File: config.mk
export PLATFORM = sky130hd
export DESIGN_NAME = qsd_striper
export DESIGN_NICKNAME = d
export VERILOG_FILES = /design/src/rtl/qsd_pkg.sv /design/src/rtl/qsd_lane.sv /design/src/rtl/qsd_ctrl.sv /design/src/rtl/qsd_merge.sv /design/src/rtl/qsd_striper.sv
export SDC_FILE = /design/constraint.sdc
export NUM_CORES = 1
export LEC_CHECK = 0
export BUFFER_PORTS_ARGS = -buffer_cell sky130_fd_sc_hd__buf_4
export CELL_PAD_IN_SITES_DETAIL_PLACEMENT = 1
export CELL_PAD_IN_SITES_GLOBAL_PLACEMENT = 2
export CORE_MARGIN = 5
export CORE_UTILIZATION = 33
export DETAILED_ROUTE_END_ITERATION = 10
export GPL_ROUTABILITY_DRIVEN = 1
export PLACE_DENSITY_LB_ADDON = 0.25
export SLEW_MARGIN = 15
export SYNTH_ARGS = -nofsm -noshare
export SYNTH_HDL_FRONTEND = slang
export SYNTH_SLANG_ARGS = --single-unit
File: constraint.sdc
create_clock -name clk -period 6.75 [get_ports clk]
set_input_delay 0.3375 -clock clk [delete_from_list [all_inputs] [get_ports clk]]
set_output_delay 0.3375 -clock clk [all_outputs]
set_load 0.1 [all_outputs]
File: src/rtl/qsd_pkg.sv
package qsd_pkg;
  typedef enum logic [1:0] {
    BUS_LO     = 2'd0,
    BUS_HI     = 2'd1,
    BUS_MIRROR = 2'd2,
    BUS_STRIPE = 2'd3
  } bus_mode_e;

  typedef enum logic [2:0] {
    ST_IDLE,
    ST_LOAD,
    ST_SHIFT,
    ST_DELIV,
    ST_END
  } xfer_st_e;

  localparam logic [7:0] PAD_BYTE = 8'hFF;
  localparam int         NUM_LANES = 2;
endpackage

File: src/rtl/qsd_lane.sv
module qsd_lane (
  input  logic       clk,
  input  logic       rst_n,
  input  logic       load,
  input  logic [7:0] load_byte,
  input  logic       nib_low,
  input  logic       cap_hi,
  input  logic       cap_lo,
  input  logic [3:0] din,
  output logic [3:0] dout,
  output logic [7:0] rx_byte
);
  logic [7:0] tx_q;
  logic [7:0] rx_q;

  always_ff @(posedge clk) begin
    if (!rst_n) begin
      tx_q <= '0;
      rx_q <= '0;
    end else begin
      if (load)   tx_q       <= load_byte;
      if (cap_hi) rx_q[7:4]  <= din;
      if (cap_lo) rx_q[3:0]  <= din;
    end
  end

  assign dout    = nib_low ? tx_q[3:0] : tx_q[7:4];
  assign rx_byte = rx_q;
endmodule

File: src/rtl/qsd_ctrl.sv
module qsd_ctrl
  import qsd_pkg::*;
#(
  parameter int LEN_W = 16
) (
  input  logic             clk,
  input  logic             rst_n,
  input  logic             start,
  input  logic [1:0]       mode_in,
  input  logic             is_read,
  input  logic             keep_cs,
  input  logic [LEN_W-1:0] byte_count,
  input  logic             tx_valid,
  input  logic [7:0]       tx_data,
  output logic             tx_ready,
  output logic             rx_valid,
  output logic [7:0]       rx_data,
  input  logic             rx_ready,
  input  logic [7:0]       lo_rx,
  input  logic [7:0]       hi_rx,
  output logic             cs_n,
  output logic             sclk,
  output logic             lo_oe,
  output logic             hi_oe,
  output logic             ld_lo,
  output logic             ld_hi,
  output logic [7:0]       ld_lo_byte,
  output logic [7:0]       ld_hi_byte,
  output logic             nib_low,
  output logic             cap_hi,
  output logic             cap_lo,
  output logic             stat_upd
);
  localparam logic [LEN_W-1:0] ONE = LEN_W'(1);
  localparam logic [LEN_W-1:0] TWO = LEN_W'(2);

  xfer_st_e         st;
  bus_mode_e        mode_q;
  logic             rd_q, keep_q, half, pair, cs_n_q;
  logic [1:0]       cnt;
  logic [LEN_W-1:0] rem, rem_after;
  logic             beat2, rem_one, in_shift, tx_hs, rx_hs;

  assign beat2     = (mode_q == BUS_STRIPE) && (rem > ONE);
  assign rem_one   = (rem == ONE);
  assign rem_after = rem - (beat2 ? TWO : ONE);
  assign in_shift  = (st == ST_SHIFT);

  assign tx_ready = (st == ST_LOAD) && !rd_q;
  assign tx_hs    = tx_ready && tx_valid;
  assign rx_valid = (st == ST_DELIV);
  assign rx_hs    = rx_valid && rx_ready;
  assign rx_data  = ((mode_q == BUS_HI) || ((mode_q == BUS_STRIPE) && half)) ? hi_rx : lo_rx;

  assign cs_n     = cs_n_q;
  assign sclk     = in_shift && cnt[0];
  assign nib_low  = cnt[1];
  assign cap_hi   = in_shift && (cnt == 2'd1);
  assign cap_lo   = in_shift && (cnt == 2'd3);
  assign lo_oe    = in_shift && !rd_q && (mode_q != BUS_HI);
  assign hi_oe    = in_shift && !rd_q && (mode_q != BUS_LO);
  assign stat_upd = rx_hs && (mode_q == BUS_MIRROR);

  always_comb begin
    ld_lo      = 1'b0;
    ld_hi      = 1'b0;
    ld_lo_byte = tx_data;
    ld_hi_byte = tx_data;
    if (tx_hs) begin
      unique case (mode_q)
        BUS_LO:     ld_lo = 1'b1;
        BUS_HI:     ld_hi = 1'b1;
        BUS_MIRROR: begin
          ld_lo = 1'b1;
          ld_hi = 1'b1;
        end
        BUS_STRIPE: begin
          if (!half) begin
            ld_lo = 1'b1;
            if (rem_one) begin
              ld_hi      = 1'b1;
              ld_hi_byte = PAD_BYTE;
            end
          end else begin
            ld_hi = 1'b1;
          end
        end
        default: ;
      endcase
    end
  end

  always_ff @(posedge clk) begin
    if (!rst_n) begin
      st     <= ST_IDLE;
      mode_q <= BUS_LO;
      rd_q   <= 1'b0;
      keep_q <= 1'b0;
      half   <= 1'b0;
      pair   <= 1'b0;
      cs_n_q <= 1'b1;
      cnt    <= '0;
      rem    <= '0;
    end else begin
      unique case (st)
        ST_IDLE: begin
          if (start && (byte_count != '0)) begin
            mode_q <= bus_mode_e'(mode_in);
            rd_q   <= is_read;
            keep_q <= keep_cs;
            rem    <= byte_count;
            half   <= 1'b0;
            cnt    <= '0;
            cs_n_q <= 1'b0;
            st     <= is_read ? ST_SHIFT : ST_LOAD;
          end
        end
        ST_LOAD: begin
          if (tx_hs) begin
            if ((mode_q == BUS_STRIPE) && !half && !rem_one) begin
              half <= 1'b1;
            end else begin
              half <= 1'b0;
              st   <= ST_SHIFT;
            end
          end
        end
        ST_SHIFT: begin
          cnt <= cnt + 2'd1;
          if (cnt == 2'd3) begin
            rem  <= rem_after;
            pair <= beat2;
            half <= 1'b0;
            if (rd_q)                 st <= ST_DELIV;
            else if (rem_after == '0) st <= ST_END;
            else                      st <= ST_LOAD;
          end
        end
        ST_DELIV: begin
          if (rx_hs) begin
            if (pair && !half) begin
              half <= 1'b1;
            end else begin
              half <= 1'b0;
              st   <= (rem == '0) ? ST_END : ST_SHIFT;
            end
          end
        end
        ST_END: begin
          cs_n_q <= !keep_q;
          st     <= ST_IDLE;
        end
        default: st <= ST_IDLE;
      endcase
    end
  end
endmodule

File: src/rtl/qsd_merge.sv
module qsd_merge #(
  parameter int ADDR_W   = 24,
  parameter int BUSY_BIT = 0
) (
  input  logic              clk,
  input  logic              rst_n,
  input  logic [1:0]        mode_in,
  input  logic [ADDR_W-1:0] addr_in,
  output logic [ADDR_W-1:0] dev_addr,
  input  logic              stat_upd,
  input  logic [7:0]        lo_rx,
  input  logic [7:0]        hi_rx,
  output logic              busy
);
  logic lo_busy_q, hi_busy_q;

  assign dev_addr = (mode_in == qsd_pkg::BUS_STRIPE) ? (addr_in >> 1) : addr_in;

  always_ff @(posedge clk) begin
    if (!rst_n) begin
      lo_busy_q <= 1'b0;
      hi_busy_q <= 1'b0;
    end else if (stat_upd) begin
      lo_busy_q <= lo_rx[BUSY_BIT];
      hi_busy_q <= hi_rx[BUSY_BIT];
    end
  end

  assign busy = lo_busy_q | hi_busy_q;
endmodule

File: src/rtl/qsd_striper.sv
module qsd_striper
  import qsd_pkg::*;
#(
  parameter int ADDR_W   = 24,
  parameter int LEN_W    = 16,
  parameter int BUSY_BIT = 0
) (
  input  logic              clk,
  input  logic              rst_n,
  input  logic              start,
  input  logic [1:0]        mode,
  input  logic              is_read,
  input  logic              keep_cs,
  input  logic [LEN_W-1:0]  byte_count,
  input  logic [ADDR_W-1:0] addr_in,
  output logic [ADDR_W-1:0] dev_addr,
  input  logic              tx_valid,
  input  logic [7:0]        tx_data,
  output logic              tx_ready,
  output logic              rx_valid,
  output logic [7:0]        rx_data,
  input  logic              rx_ready,
  output logic              fl_cs_n,
  output logic              fl_sclk,
  output logic [3:0]        lo_dout,
  output logic              lo_oe,
  input  logic [3:0]        lo_din,
  output logic [3:0]        hi_dout,
  output logic              hi_oe,
  input  logic [3:0]        hi_din,
  output logic              flash_busy
);
  logic       ld_lo, ld_hi, nib_low, cap_hi, cap_lo, stat_upd;
  logic [7:0] ld_lo_byte, ld_hi_byte;
  logic       lane_ld   [NUM_LANES];
  logic [7:0] lane_byte [NUM_LANES];
  logic [3:0] lane_din  [NUM_LANES];
  logic [3:0] lane_dout [NUM_LANES];
  logic [7:0] lane_rx   [NUM_LANES];

  assign lane_ld[0]   = ld_lo;
  assign lane_ld[1]   = ld_hi;
  assign lane_byte[0] = ld_lo_byte;
  assign lane_byte[1] = ld_hi_byte;
  assign lane_din[0]  = lo_din;
  assign lane_din[1]  = hi_din;
  assign lo_dout      = lane_dout[0];
  assign hi_dout      = lane_dout[1];

  for (genvar g = 0; g < NUM_LANES; g++) begin : g_lane
    qsd_lane u_lane (
      .clk       (clk),
      .rst_n     (rst_n),
      .load      (lane_ld[g]),
      .load_byte (lane_byte[g]),
      .nib_low   (nib_low),
      .cap_hi    (cap_hi),
      .cap_lo    (cap_lo),
      .din       (lane_din[g]),
      .dout      (lane_dout[g]),
      .rx_byte   (lane_rx[g])
    );
  end

  qsd_ctrl #(.LEN_W(LEN_W)) u_ctrl (
    .clk        (clk),
    .rst_n      (rst_n),
    .start      (start),
    .mode_in    (mode),
    .is_read    (is_read),
    .keep_cs    (keep_cs),
    .byte_count (byte_count),
    .tx_valid   (tx_valid),
    .tx_data    (tx_data),
    .tx_ready   (tx_ready),
    .rx_valid   (rx_valid),
    .rx_data    (rx_data),
    .rx_ready   (rx_ready),
    .lo_rx      (lane_rx[0]),
    .hi_rx      (lane_rx[1]),
    .cs_n       (fl_cs_n),
    .sclk       (fl_sclk),
    .lo_oe      (lo_oe),
    .hi_oe      (hi_oe),
    .ld_lo      (ld_lo),
    .ld_hi      (ld_hi),
    .ld_lo_byte (ld_lo_byte),
    .ld_hi_byte (ld_hi_byte),
    .nib_low    (nib_low),
    .cap_hi     (cap_hi),
    .cap_lo     (cap_lo),
    .stat_upd   (stat_upd)
  );

  qsd_merge #(.ADDR_W(ADDR_W), .BUSY_BIT(BUSY_BIT)) u_merge (
    .clk      (clk),
    .rst_n    (rst_n),
    .mode_in  (mode),
    .addr_in  (addr_in),
    .dev_addr (dev_addr),
    .stat_upd (stat_upd),
    .lo_rx    (lane_rx[0]),
    .hi_rx    (lane_rx[1]),
    .busy     (flash_busy)
  );
endmodule

==> impl_metrics.yaml <==
outcome:
  run_status: "finished, final reports clean"
synthesis:
  synth-xor-area-share_pct: 0.446
  yosys-top-cells-area: "dfxtp_1, mux2_2, nand2_1"
  synth_top_area_share_pct: 31.6
  avgSynthCellArea_um2: 8.48
  synth_compound_area_share_pct: 20.7
  async_flop_share_pct: 0
  synth_nets: 538
  synth_edf_count: 0
  seq_area_frac_synth_pct: 31.6
  yosys.area_share.simple_pct: 24.5
  synth_top_family_by_area: "simple AND/OR/NAND/NOR gates"
  synth_flop_cell: "dfxtp_1"
  ys_types: 66
  synth_cells: 463
  ys_seq_elements: 62
  synth_warnings: 0
  synthAdderAreaFrac_pct: 3.38
  synth_top_cell_by_area: "dfxtp_1"
  synth_mux_area_share_pct: 15.3
  netlist_area_um2: 3930
routing:
  wire_per_inst_um: 18.2
  vias: 3826
  post_drt_via_cell_ratio: 5.41
  drt_wl_total_um: 12900
  drt_first_pass_iters: 4
  drtAntennaViolNets: 0
  drc: 0
  drt-initial-drc-count: 134
clock_network:
  cts_hold_buf: 0
  insertion_delay_ns: 0.34
  cts_tree: "built"
  postCtsSetupBuffers: 0
  clkSinkCount: 62
  cts.path.max_buffers: 2
  cts-resized-gates: 0
  clkTransAtPathRegs_ns: 0.06
  cts_made_buffers: 9
  h-tree-depth: 3
  clock-root-buffer: "clkbuf_16"
final_layout:
  nNetsFinal: 634
  final_cells: 707
  post_route_cells_drive_above_1_share_pct: 33.9
  num_antenna_cells: 0
  mostFrequentLayoutCells: "buf_4, nand2_1, dfxtp_1"
  final_area_um2: 5200
  final_common_cell: "buf_4"
  area_growth_pct: 32.4
timing:
  slew-limit-headroom_pct: 42.5
  setup_viol: 0
  maxSlewViolCount: 0
  fin_skew_ns: 0.00436
  hold_slack_ns: 0.262
  finalCriticalPeriod_ns: 3.51
  finalHoldViolCount: 0
  setup-tns-final_ns: 0
  rsz0062_at_grt: "no"
  post-route-period-util_pct: 52.1
  fmax_mhz: 285
  tightest_slew_ns: 0.860
placed_design:
  place_hpwl_um: 9730
  port_buffers: 111
  gp_congestion: 0.816
  placedCellCount: 691
  placed_cell_area_um2: 4840
floorplanning:
  fp.dieArea_um2: 14200
  ioPinCount: 112
  initial_core_util_pct: 34.0
  core-area_um2: 11600
  rows: 39
  die_w_um: 119
  fp.dieH_um: 119
global_routing:
  grt_use_total_pct: 18.4
  grt.overflow.total: 0
  grt_max_degree: 64
  grt_pass1_wl_um: 21300
  grt_pass1_vias: 4251
  grt_antenna_before_repair: 0
critical_path:
  crit_family: "simple AND/OR/NAND/NOR gates"
  cp_slowest_stage_delay_ns: 0.43
  crit_fanout: 10
  ff2ff_setup_slack_ns: 3.24
  startpoint_type: "flop"
  path_buf_inv: 0
  path_class: "reg2reg"
  critical_path_arrival_ns: 3.72
  cp_common_cell: "nand3_1"
  critical_path_required_ns: 6.96
  slowest_stage: "dfxtp_1"
  end_kind: "flop"
  crit_chain: "nor4_1 > nand3_1 > or2_1 > nand2_1 > ha_1 > fa_1 > nor4b_1 > nand3_1 > xor2_1 > o31ai_1 > a211oi_1 > a31oi_1"
power:
  peakVddDrop_v: 0.000125
  total_leakage_power_uw: 0.00213
  powerDensity_nw_per_um2: 265
  total_power_uw: 1380
hold_path:
  hp-class: "in2reg"
run:
  max_cap_violations: 0
report_power, final:
group	leakage, µW	switching (µW)	internal, µW
combinational	0.00145	273	134
clock	0.000176	178	381
sequential	0.000504	26.5	384
total	0.00213	478	899
path summary, 6_finish.rpt:
kind,start,endpoint,cells after the start
max reg2reg,u_ctrl.rem[6],u_ctrl.st[0],12
min,keep_cs,u_ctrl.keep_q,3
max,u_ctrl.rem[6],u_ctrl.st[0],12
min reg2reg,g_lane[1].u_lane.rx_byte[2],g_lane[1].u_lane.rx_byte[2],2
area by class of cell:
type                       count  area [µm²]
clock buffer                  11         253
clock inverter                 5         104
fill                        1366        6370
inverter                      11        41.3
multi-input combinational    361        2520
sequential                    62        1240
tap                          143         179
timing repair buffer         114         856
sequential cells by signal, summed over array words and instances (netlist names):
| name | count |
|---|---|
| u_merge.hi_busy_q | 1 |
| g_lane.u_lane.rx_byte | 16 |
| u_ctrl.st | 3 |
| u_ctrl.half | 1 |
| u_merge.lo_busy_q | 1 |
| g_lane.u_lane.tx_q | 16 |
| u_ctrl.rd_q | 1 |
| u_ctrl.rem | 16 |
| u_ctrl.mode_q | 2 |
| u_ctrl.cs_n | 1 |
| u_ctrl.keep_q | 1 |
| u_ctrl.cnt | 2 |
| u_ctrl.pair | 1 |
worst register-to-register path, cell delays in order, from the launching register on:
cell	delay, ns
dfxtp_1	0.43
nor4_1	0.41
nand3_1	0.18
or2_1	0.28
nand2_1	0.15
ha_1	0.23
fa_1	0.36
nor4b_1	0.42
nand3_1	0.21
xor2_1	0.26
o31ai_1	0.11
a211oi_1	0.22
a31oi_1	0.13
per-layer routing:
| metal | share of wire, % | wire (µm) | GRT usage (%) |
|---|---|---|---|
| met5 | 0 | 0 | 0 |
| met4 | 1.7 | 217 | 5.21 |
| met3 | 5.4 | 691 | 5.40 |
| met2 | 50 | 6380 | 31.3 |
| met1 | 43 | 5600 | 22.6 |
kinds of logic (layout without fill, tap and decap cells):
group | after synthesis | after routing
AO/OA/AOI/OAI | 111 | 111
XOR/XNOR | 2 | 2
adder cells (fa/ha/maj) | 10 | 10
buffers and inverters | 40 | 141
flip-flops | 62 | 62
multiplexers | 55 | 55
AND/OR/NAND/NOR | 183 | 183
synthesized netlist by cell type (all sizes together), types with 2 or more instances:
master / count
o31ai: 7
nor2: 22
nor2b: 22
a211oi: 3
o21bai: 2
a21oi: 13
a22oi: 5
inv: 11
o211a: 2
o21a: 5
a2111oi: 2
nand2b: 2
nand4: 3
o211ai: 3
nor3: 11
a31oi: 3
mux2i: 16
buf: 10
nor4: 10
or4: 2
or2: 3
clkbuf: 19
or3: 5
nor3b: 3
o221a: 9
and2: 12
mux2: 39
ha: 9
o21ai: 26
nor4b: 4
nand2: 69
dfxtp: 62
nand3: 9
a21boi: 22
nand3b: 2
metrics by stage:
stage | util [%] | worst slack, ns
floorplan | - | 3.01
global placement | 41.9 | 3.41
detailed placement | 41.9 | 3.33
CTS | 45.0 | 3.25
global route | 45.0 | 2.90
finish | 45.0 | 3.24
Note: power is estimated with default switching activity, not from simulation.
